[src/rtl/irq_post_pkg.sv]
package irq_post_pkg;
  function automatic logic [7:0] vec_of(input logic [7:0] base, input int unsigned idx);
    vec_of = base + 8'(idx * 4);
  endfunction
endpackage

[src/rtl/irq_post_bank.sv]
module irq_post_bank #(
  parameter int N_SRC = 8
) (
  input  logic             clk,
  input  logic             rst_n,
  input  logic [N_SRC-1:0] evt_i,
  input  logic [N_SRC-1:0] clr_i,
  output logic [N_SRC-1:0] posted_o
);
  for (genvar i = 0; i < N_SRC; i++) begin : g_bit
    always_ff @(posedge clk or negedge rst_n) begin
      if (!rst_n)        posted_o[i] <= 1'b0;
      else if (evt_i[i]) posted_o[i] <= 1'b1;
      else if (clr_i[i]) posted_o[i] <= 1'b0;
    end

    AST_EVT_POSTS: assert property (@(posedge clk) disable iff (!rst_n)
      evt_i[i] |=> posted_o[i]);
    AST_POSTED_HOLDS: assert property (@(posedge clk) disable iff (!rst_n)
      (posted_o[i] && !clr_i[i]) |=> posted_o[i]);
    AST_IDLE_STAYS_CLEAR: assert property (@(posedge clk) disable iff (!rst_n)
      (!posted_o[i] && !evt_i[i]) |=> !posted_o[i]);
  end
endmodule

[src/rtl/irq_mask_reg.sv]
module irq_mask_reg #(
  parameter int N_SRC = 8
) (
  input  logic             clk,
  input  logic             rst_n,
  input  logic             we_i,
  input  logic [N_SRC-1:0] wdata_i,
  output logic [N_SRC-1:0] mask_o
);
  always_ff @(posedge clk or negedge rst_n) begin
    if (!rst_n)    mask_o <= '0;
    else if (we_i) mask_o <= wdata_i;
  end

  AST_MASK_STABLE: assert property (@(posedge clk) disable iff (!rst_n)
    !we_i |=> $stable(mask_o));
  AST_MASK_LOADS: assert property (@(posedge clk) disable iff (!rst_n)
    we_i |=> (mask_o == $past(wdata_i)));
endmodule

[src/rtl/irq_prio_enc.sv]
module irq_prio_enc #(
  parameter int N_SRC = 8,
  localparam int IDX_W = (N_SRC > 1) ? $clog2(N_SRC) : 1
) (
  input  logic             clk,
  input  logic             rst_n,
  input  logic [N_SRC-1:0] pend_i,
  output logic             any_o,
  output logic [IDX_W-1:0] sel_o
);
  always_comb begin
    sel_o = '0;
    for (int i = N_SRC - 1; i >= 0; i--) begin
      if (pend_i[i]) sel_o = IDX_W'(i);
    end
  end
  assign any_o = |pend_i;

  logic [N_SRC-1:0] below;
  assign below = (N_SRC'(1) << sel_o) - N_SRC'(1);

  AST_SEL_IS_PENDING: assert property (@(posedge clk) disable iff (!rst_n)
    any_o |-> pend_i[sel_o]);
  AST_SEL_IS_LOWEST: assert property (@(posedge clk) disable iff (!rst_n)
    any_o |-> ((pend_i & below) == '0));
endmodule

[src/rtl/irq_post_ctrl.sv]
module irq_post_ctrl
  import irq_post_pkg::*;
#(
  parameter int         N_SRC    = 8,
  parameter int         VEC_W    = 8,
  parameter logic [7:0] VEC_BASE = 8'h00,
  localparam int        IDX_W    = (N_SRC > 1) ? $clog2(N_SRC) : 1
) (
  input  logic             clk,
  input  logic             rst_n,
  input  logic [N_SRC-1:0] src_evt,
  input  logic             gie,
  input  logic             cfg_mask_we,
  input  logic [N_SRC-1:0] cfg_mask_wdata,
  input  logic             cfg_clr_we,
  input  logic [N_SRC-1:0] cfg_clr_wdata,
  input  logic             irq_ack,
  output logic             irq_req,
  output logic [VEC_W-1:0] irq_vec
);
  logic [N_SRC-1:0] posted, mask, pending, clr_all, ack_clr, wr_clr;
  logic             any_pend;
  logic [IDX_W-1:0] sel;

  assign ack_clr = (irq_ack && irq_req) ? (N_SRC'(1) << sel) : '0;
  assign wr_clr  = cfg_clr_we ? cfg_clr_wdata : '0;
  assign clr_all = ack_clr | wr_clr;

  irq_post_bank #(.N_SRC(N_SRC)) bank_i (
    .clk(clk), .rst_n(rst_n), .evt_i(src_evt), .clr_i(clr_all), .posted_o(posted));

  irq_mask_reg #(.N_SRC(N_SRC)) mask_i (
    .clk(clk), .rst_n(rst_n), .we_i(cfg_mask_we), .wdata_i(cfg_mask_wdata), .mask_o(mask));

  assign pending = posted & mask;

  irq_prio_enc #(.N_SRC(N_SRC)) enc_i (
    .clk(clk), .rst_n(rst_n), .pend_i(pending), .any_o(any_pend), .sel_o(sel));

  assign irq_req = gie & any_pend;
  assign irq_vec = VEC_W'(vec_of(VEC_BASE, int'(sel)));

  AST_ACK_CLEARS_SEL: assert property (@(posedge clk) disable iff (!rst_n)
    (irq_ack && irq_req && !src_evt[sel]) |=> !posted[$past(sel)]);
  AST_IDLE_ACK_NOOP: assert property (@(posedge clk) disable iff (!rst_n)
    (irq_ack && !irq_req && !cfg_clr_we) |=>
      (posted == ($past(posted) | $past(src_evt))));
  AST_WR_CLEARS: assert property (@(posedge clk) disable iff (!rst_n)
    (cfg_clr_we && !irq_ack) |=>
      ((posted & $past(cfg_clr_wdata) & ~$past(src_evt)) == '0));
  AST_REQ_NEEDS_GIE: assert property (@(posedge clk) disable iff (!rst_n)
    irq_req |-> (gie && (posted & mask) != '0));
endmodule

[config.mk]
export PLATFORM = sky130hd
export DESIGN_NAME = irq_post_ctrl
export DESIGN_NICKNAME = d
export VERILOG_FILES = /design/src/rtl/irq_post_pkg.sv /design/src/rtl/irq_post_bank.sv /design/src/rtl/irq_mask_reg.sv /design/src/rtl/irq_prio_enc.sv /design/src/rtl/irq_post_ctrl.sv
export SDC_FILE = /design/constraint.sdc
export NUM_CORES = 1
export LEC_CHECK = 0
export BUFFER_PORTS_ARGS = -buffer_cell sky130_fd_sc_hd__buf_4
export CORE_MARGIN = 4
export CORE_UTILIZATION = 50
export CTS_BUF_LIST = sky130_fd_sc_hd__clkbuf_8
export DETAILED_ROUTE_END_ITERATION = 6
export PLACE_DENSITY = 0.89
export SYNTH_ARGS = -nofsm -noshare
export SYNTH_HDL_FRONTEND = slang
export SYNTH_SLANG_ARGS = --single-unit
[constraint.sdc]
create_clock -name clk -period 4.1 [get_ports clk]
set_clock_uncertainty 0.05 [all_clocks]
set_input_delay 0.205 -clock clk [delete_from_list [all_inputs] [get_ports clk]]
set_output_delay 0.205 -clock clk [all_outputs]
set_load 0.01 [all_outputs]
Word level (Yosys, flattened, before mapping) --
Cells that the tools add are included. W data, S select, Z words.
Word-level totals: register bits 16, output and inout port bits 9, word-level logic and storage cells 49
Operators by class: shift-type cells 1, mux-type cells 26, bitwise operators 3, reduce and logical (&&, ||, !) cells 10
Operator list (number):
- $mux W3 | 8
- $mux W1 | 16
- $mux W8 | 2
- $reduce_bool A2 Y1 | 8
- $and A8 B8 Y8 | 1
- $or A8 B8 Y8 | 1
- $reduce_or A8 Y1 | 1
- $shl A1 B3 Y8 const A | 1
- $and A1 B1 Y1 | 1
- $logic_and A1 B1 Y1 | 1

Logic depth before layout (Yosys ltp) --
word-level depth 14, gate-level depth with buffers 4, gate-level depth less buffers 4

Cells and area by module --
Synthesis repeated with hierarchy kept, for this count alone.
Unflattened totals: cell total of the unflattened synthesis 91, area, all modules 915.9 µm²
By module, submodules not included:
- irq_mask_reg | instances 1, cells each 17, area each 331.6 µm², sequential area each 200.2 µm²
- irq_post_bank | instances 1, cells each 24, area each 290.3 µm², sequential area each 200.2 µm²
- irq_post_ctrl | instances 1, cells each 37, area each 212.7 µm², sequential area each 0.0 µm²
- irq_prio_enc | instances 1, cells each 13, area each 81.3 µm², sequential area each 0.0 µm²

Least setup slack after synthesis --
No wires, ideal clock.
path kind register to register, start register bank_i.posted_o[2], end register bank_i.posted_o[6], arrival time 1.190 ns, data required time 3.921 ns, slack 2.730 ns, cell stages (with the launch flop) 5, path buffers 0, period minus slack after synthesis 1.370 ns, path through dfrtp_1 nand2_1 a32o_2 o2bb2ai_4 o41a_1
Between the ends: word-level cells in the longest chain between the ends 8, elaborated cells on any way between the ends 11, those cells by class shift: 1; mux: 4; bitwise: 3; reduce/logical: 3
RTL lines:
- start, declared | RTL line irq_post_bank.sv:8 | output logic [N_SRC-1:0] posted_o
- start signal, assigned by index | RTL line irq_post_bank.sv:12 | if (!rst_n) posted_o[i] <= 1'b0;
- start signal, assigned by index | RTL line irq_post_bank.sv:13 | else if (evt_i[i]) posted_o[i] <= 1'b1;
- start signal, assigned by index | RTL line irq_post_bank.sv:14 | else if (clr_i[i]) posted_o[i] <= 1'b0;
- $and A8 B8 Y8 | RTL line irq_post_ctrl.sv:35 | assign pending = posted & mask;
- $mux W3 (3 in a row) | RTL line irq_prio_enc.sv:14 | if (pend_i[i]) sel_o = IDX_W'(i);
- net irq_vec[2] | RTL line irq_post_ctrl.sv:19 | output logic [VEC_W-1:0] irq_vec
- $shl A1 B3 Y8
- $mux W8 | RTL line irq_post_ctrl.sv:25 | assign ack_clr = (irq_ack && irq_req) ? (N_SRC'(1) << sel) : '0;
- $or A8 B8 Y8 | RTL line irq_post_ctrl.sv:27 | assign clr_all = ack_clr | wr_clr;
- $reduce_bool A2 Y1 (no source line)
The timed path passes the listed nets, and every way through them passes these cells. A chain may end at the register's enable or synchronous reset.

Final worst setup path --
start register mask_i.mask_o[1], end output port irq_req
Between the ends: word-level cells in the longest chain between the ends 3
RTL lines:
- start, declared | RTL line irq_mask_reg.sv:8 | output logic [N_SRC-1:0] mask_o
- start signal, assigned | RTL line irq_mask_reg.sv:12 | else if (we_i) mask_o <= wdata_i;
- $and A8 B8 Y8 | RTL line irq_post_ctrl.sv:35
- $reduce_or A8 Y1 | RTL line irq_prio_enc.sv:17 | assign any_o = |pend_i;
- $and A1 B1 Y1 | RTL line irq_post_ctrl.sv:40 | assign irq_req = gie & any_pend;
- end, declared | RTL line irq_post_ctrl.sv:18 | output logic irq_req,
No other way between the ends.

==> impl_results.md <==
* Outcome: finished, final reports clean
* Post-synth top flop: dfrtp_1
* DRT Wirelength at about 2100 µm
* CTS Buf Count at 3
* R2R Path End: bank_i.posted_o[6]
* Reg clk slew, reported paths at 0.06 ns
* FFs w/ async S/R, synth at 100%
* FF/Latch Area at between 400 and 500 µm²
* Synth warn at 0
* R2r worst-path depth at 3
* Share of cells above drive strength 1 at about 43%
* CP endpoint kind: output port
* GRT Total Usage at between 10% and 20%
* DP Cell Count at 127
* Clk Latency, worst-skew pair at between 0.2 and 0.3 ns
* Total Neg Setup Slack at 0 ns
* Post-CTS Setup Inserts at 0
* Die width at a little under 50 µm
* Crit path cell chain: a22oi_1, nand2_1, o31a_1, buf_4
* DIE AREA at around 0.0024 mm²
* Largest net degree at the start of global routing at 17
* Static leakage at 0.522 nW
* Routed Antenna Nets at 0
* Vias/cell at about 5.8
* Final setup margin at approximately 2.3 ns
* Tcrit/Tclk final at between 40 and 50%
* Placeable Area at ~0.0016 mm²
* Worst Path Class, Setup: reg2out
* Via count at ~760
* Mapped cell area at approximately 850 µm²
* Iter 0 DRT Violations at 16
* Grt total ovfl at 0
* Crit. Startpoint: mask_i.mask_o[1]
* Multi-input logic area at around 420 µm²
* Cells after Synth at slightly above 80
* CP bufs+invs at 1
* Post-CTS Resized at 0
* Min Tclk post-route at approximately 1.8 ns
* # DRC at 0
* Final hold vios at 0
* Final Power at 0.000402 W
* Post-synth EDFFs at 0
* Worst EP required at 3.85 ns
* I/O pins at 39
* FMAX at approximately 0.56 GHz
* Slowest stage cell, crit path: dfrtp_1
* Synth top cells by count: 16 x dfrtp_1, 14 x nand2_1, 8 x mux2_2
* Root buffer cell: clkbuf_8
* Wire per inst at about 16 µm
* Synth area leaders: dfrtp_1 47%, mux2_2 11%, nand2_1 6.2%
* Area after DPL at around 0.0011 mm²
* Placer Congestion at 0.803
* Initial core utilization at between 50% and 60%
* Yosys top cell by area: dfrtp_1
* Vias in the first global route at 808
* CP Max Fanout at 5
* Worst vdd ir at between 0.2 and 0.3 mV
* # rows at 14
* Layout Area Growth over Synthesis at 34.0%
* RSZ-0062 raised after global routing: false
* Final Net Count at approximately 150
* Synth cell types at 26
* Buffers on Ports at 33
* First drt pass iteration count at 4
* Pre-CTS setup slack at 2.59 ns
* Setup crit end: irq_req
* Max stage delay on crit path at just over 0.4 ns
* Sink Count at 16
* TritonCTS clock tree: yes
* Avg Cell Area, Syn at 10.5 µm²
* H-tree Lvls at 1
* Most common cell in the synthesized netlist: dfrtp_1
* Total of max-cap violations at 0
* Pins Over Slew Limit at 0
* Reg2reg start: mask_i.mask_o[1]
* CTS Buffer Depth at 2
* Element type at the critical path start: flop
* # fillers at ~110
* Dpl hpwl at around 1700 µm
* HP Class: in2reg
* Global-route wire length before repair at about 3500 µm
* Register area share after synthesis at a little under half
* Final setup fails at 0
* Crit-path leading delay family: compound AO/OA/AOI/OAI gates
* Chip height at around 49 µm
* Antenna violations before repair at 0
* Worst EP arrival at 1.54 ns
* Synth top area share at a little under half
* Setup slack, reg-to-reg at 2.64 ns
* Levels on crit path at 4
* Final cell count without fillers at ~130
* N_diodes at 0
* Design Area, Final at ~0.0011 mm²
* Post-synthesis sequential element count at 16
* PD cells at between 300 and 400 mW/mm²
[layout by cell type (no fill, tap or decap), drive strengths merged, types with 2 or more instances in the layout]
| cell | netlist | layout |
|---|---|---|
| a21o | 3 | 3 |
| dfrtp | 16 | 16 |
| mux2 | 8 | 8 |
| a21oi | 6 | 6 |
| a22oi | 2 | 2 |
| nor2 | 4 | 4 |
| conb | 1 | 5 |
| a31o | 2 | 2 |
| clkbuf | 2 | 3 |
| buf | 5 | 33 |
| a22o | 2 | 2 |
| nand2 | 14 | 14 |
| nand3 | 3 | 3 |
| o31a | 3 | 3 |
[how the worst min path moves through the flow]
stage                           from            endpoint  slack (ns)  cells after the start
final                     src_evt[0]  bank_i.posted_o[0]        0.09                      2
after global routing      src_evt[0]  bank_i.posted_o[0]         0.1                      2
after CTS                 src_evt[0]  bank_i.posted_o[0]        0.09                      2
after detailed placement       rst_n    mask_i.mask_o[5]        0.03                      1
after global placement         rst_n    mask_i.mask_o[4]        0.02                      1
after floorplan                rst_n  bank_i.posted_o[0]       -0.14                      0
[metal layers]
| layer | vias up | routed length (µm) | global-route usage [%] |
|---|---|---|---|
| met3 | 9 | 149 | 5.50 |
| met2 | 40 | 1070 | 33.7 |
| met4 | 0 | 44 | 9.48 |
| met1 | 353 | 872 | 20.3 |
| met5 | - | 0 | 0 |
| li1 | 360 | - | - |
[through the flow]
stage                     hold slack, ns  utilization (%)
after global placement            0.0228             69.8
after detailed placement          0.0254             69.8
final                             0.0946             73.1
after CTS                         0.0930             73.1
after global routing              0.0966             73.1
after floorplan                   -0.141                -
[worst reg2reg max path, stage by stage, from the launching register on]
cell     delay, ns
dfrtp_1       0.41
a22oi_1       0.37
nand3_1       0.18
o41a_1        0.33
[registers in the layout, indices dropped and copies added (netlist names)]
signal,cells
mask_i.mask_o,8
bank_i.posted_o,8
[cell type report]
cell class / count / share of cell area, %
repair buffers: 34 / 22.6
flip-flops and latches: 16 / 35.1
multi-input cells: 62 / 36.9
clock buffers: 3 / 3.62
well taps: 16 / 1.76
[timing repair]
item / CTS / global route
endpoints found under the setup margin: 0 / 0
hold endpoints to repair: 16 / 0
hold buffers: 1 / 0
[kinds of logic (layout without fill, tap and decap cells)]
group                  after synthesis  after routing  share of synthesized area, %
AOI/OAI and AO/OA                   23             23                          23.2
buffers and inverters                7             37                          5.29
DFF                                 16             16                          47.1
muxes                                8              8                          10.6
other                                1              5                         0.441
and+or+nand+nor                     26             26                          13.4
[report_power, final]
part	leakage (nW)	internal [W]	total, W	switching [W]
combinational	0.326	0.0000541	0.0000997	0.0000456
clock	0.0216	0.0000651	0.000117	0.0000521
sequential	0.174	0.000172	0.000185	0.0000128
total	0.522	0.000292	0.000402	0.000111
(Power assumes the default switching activity.)
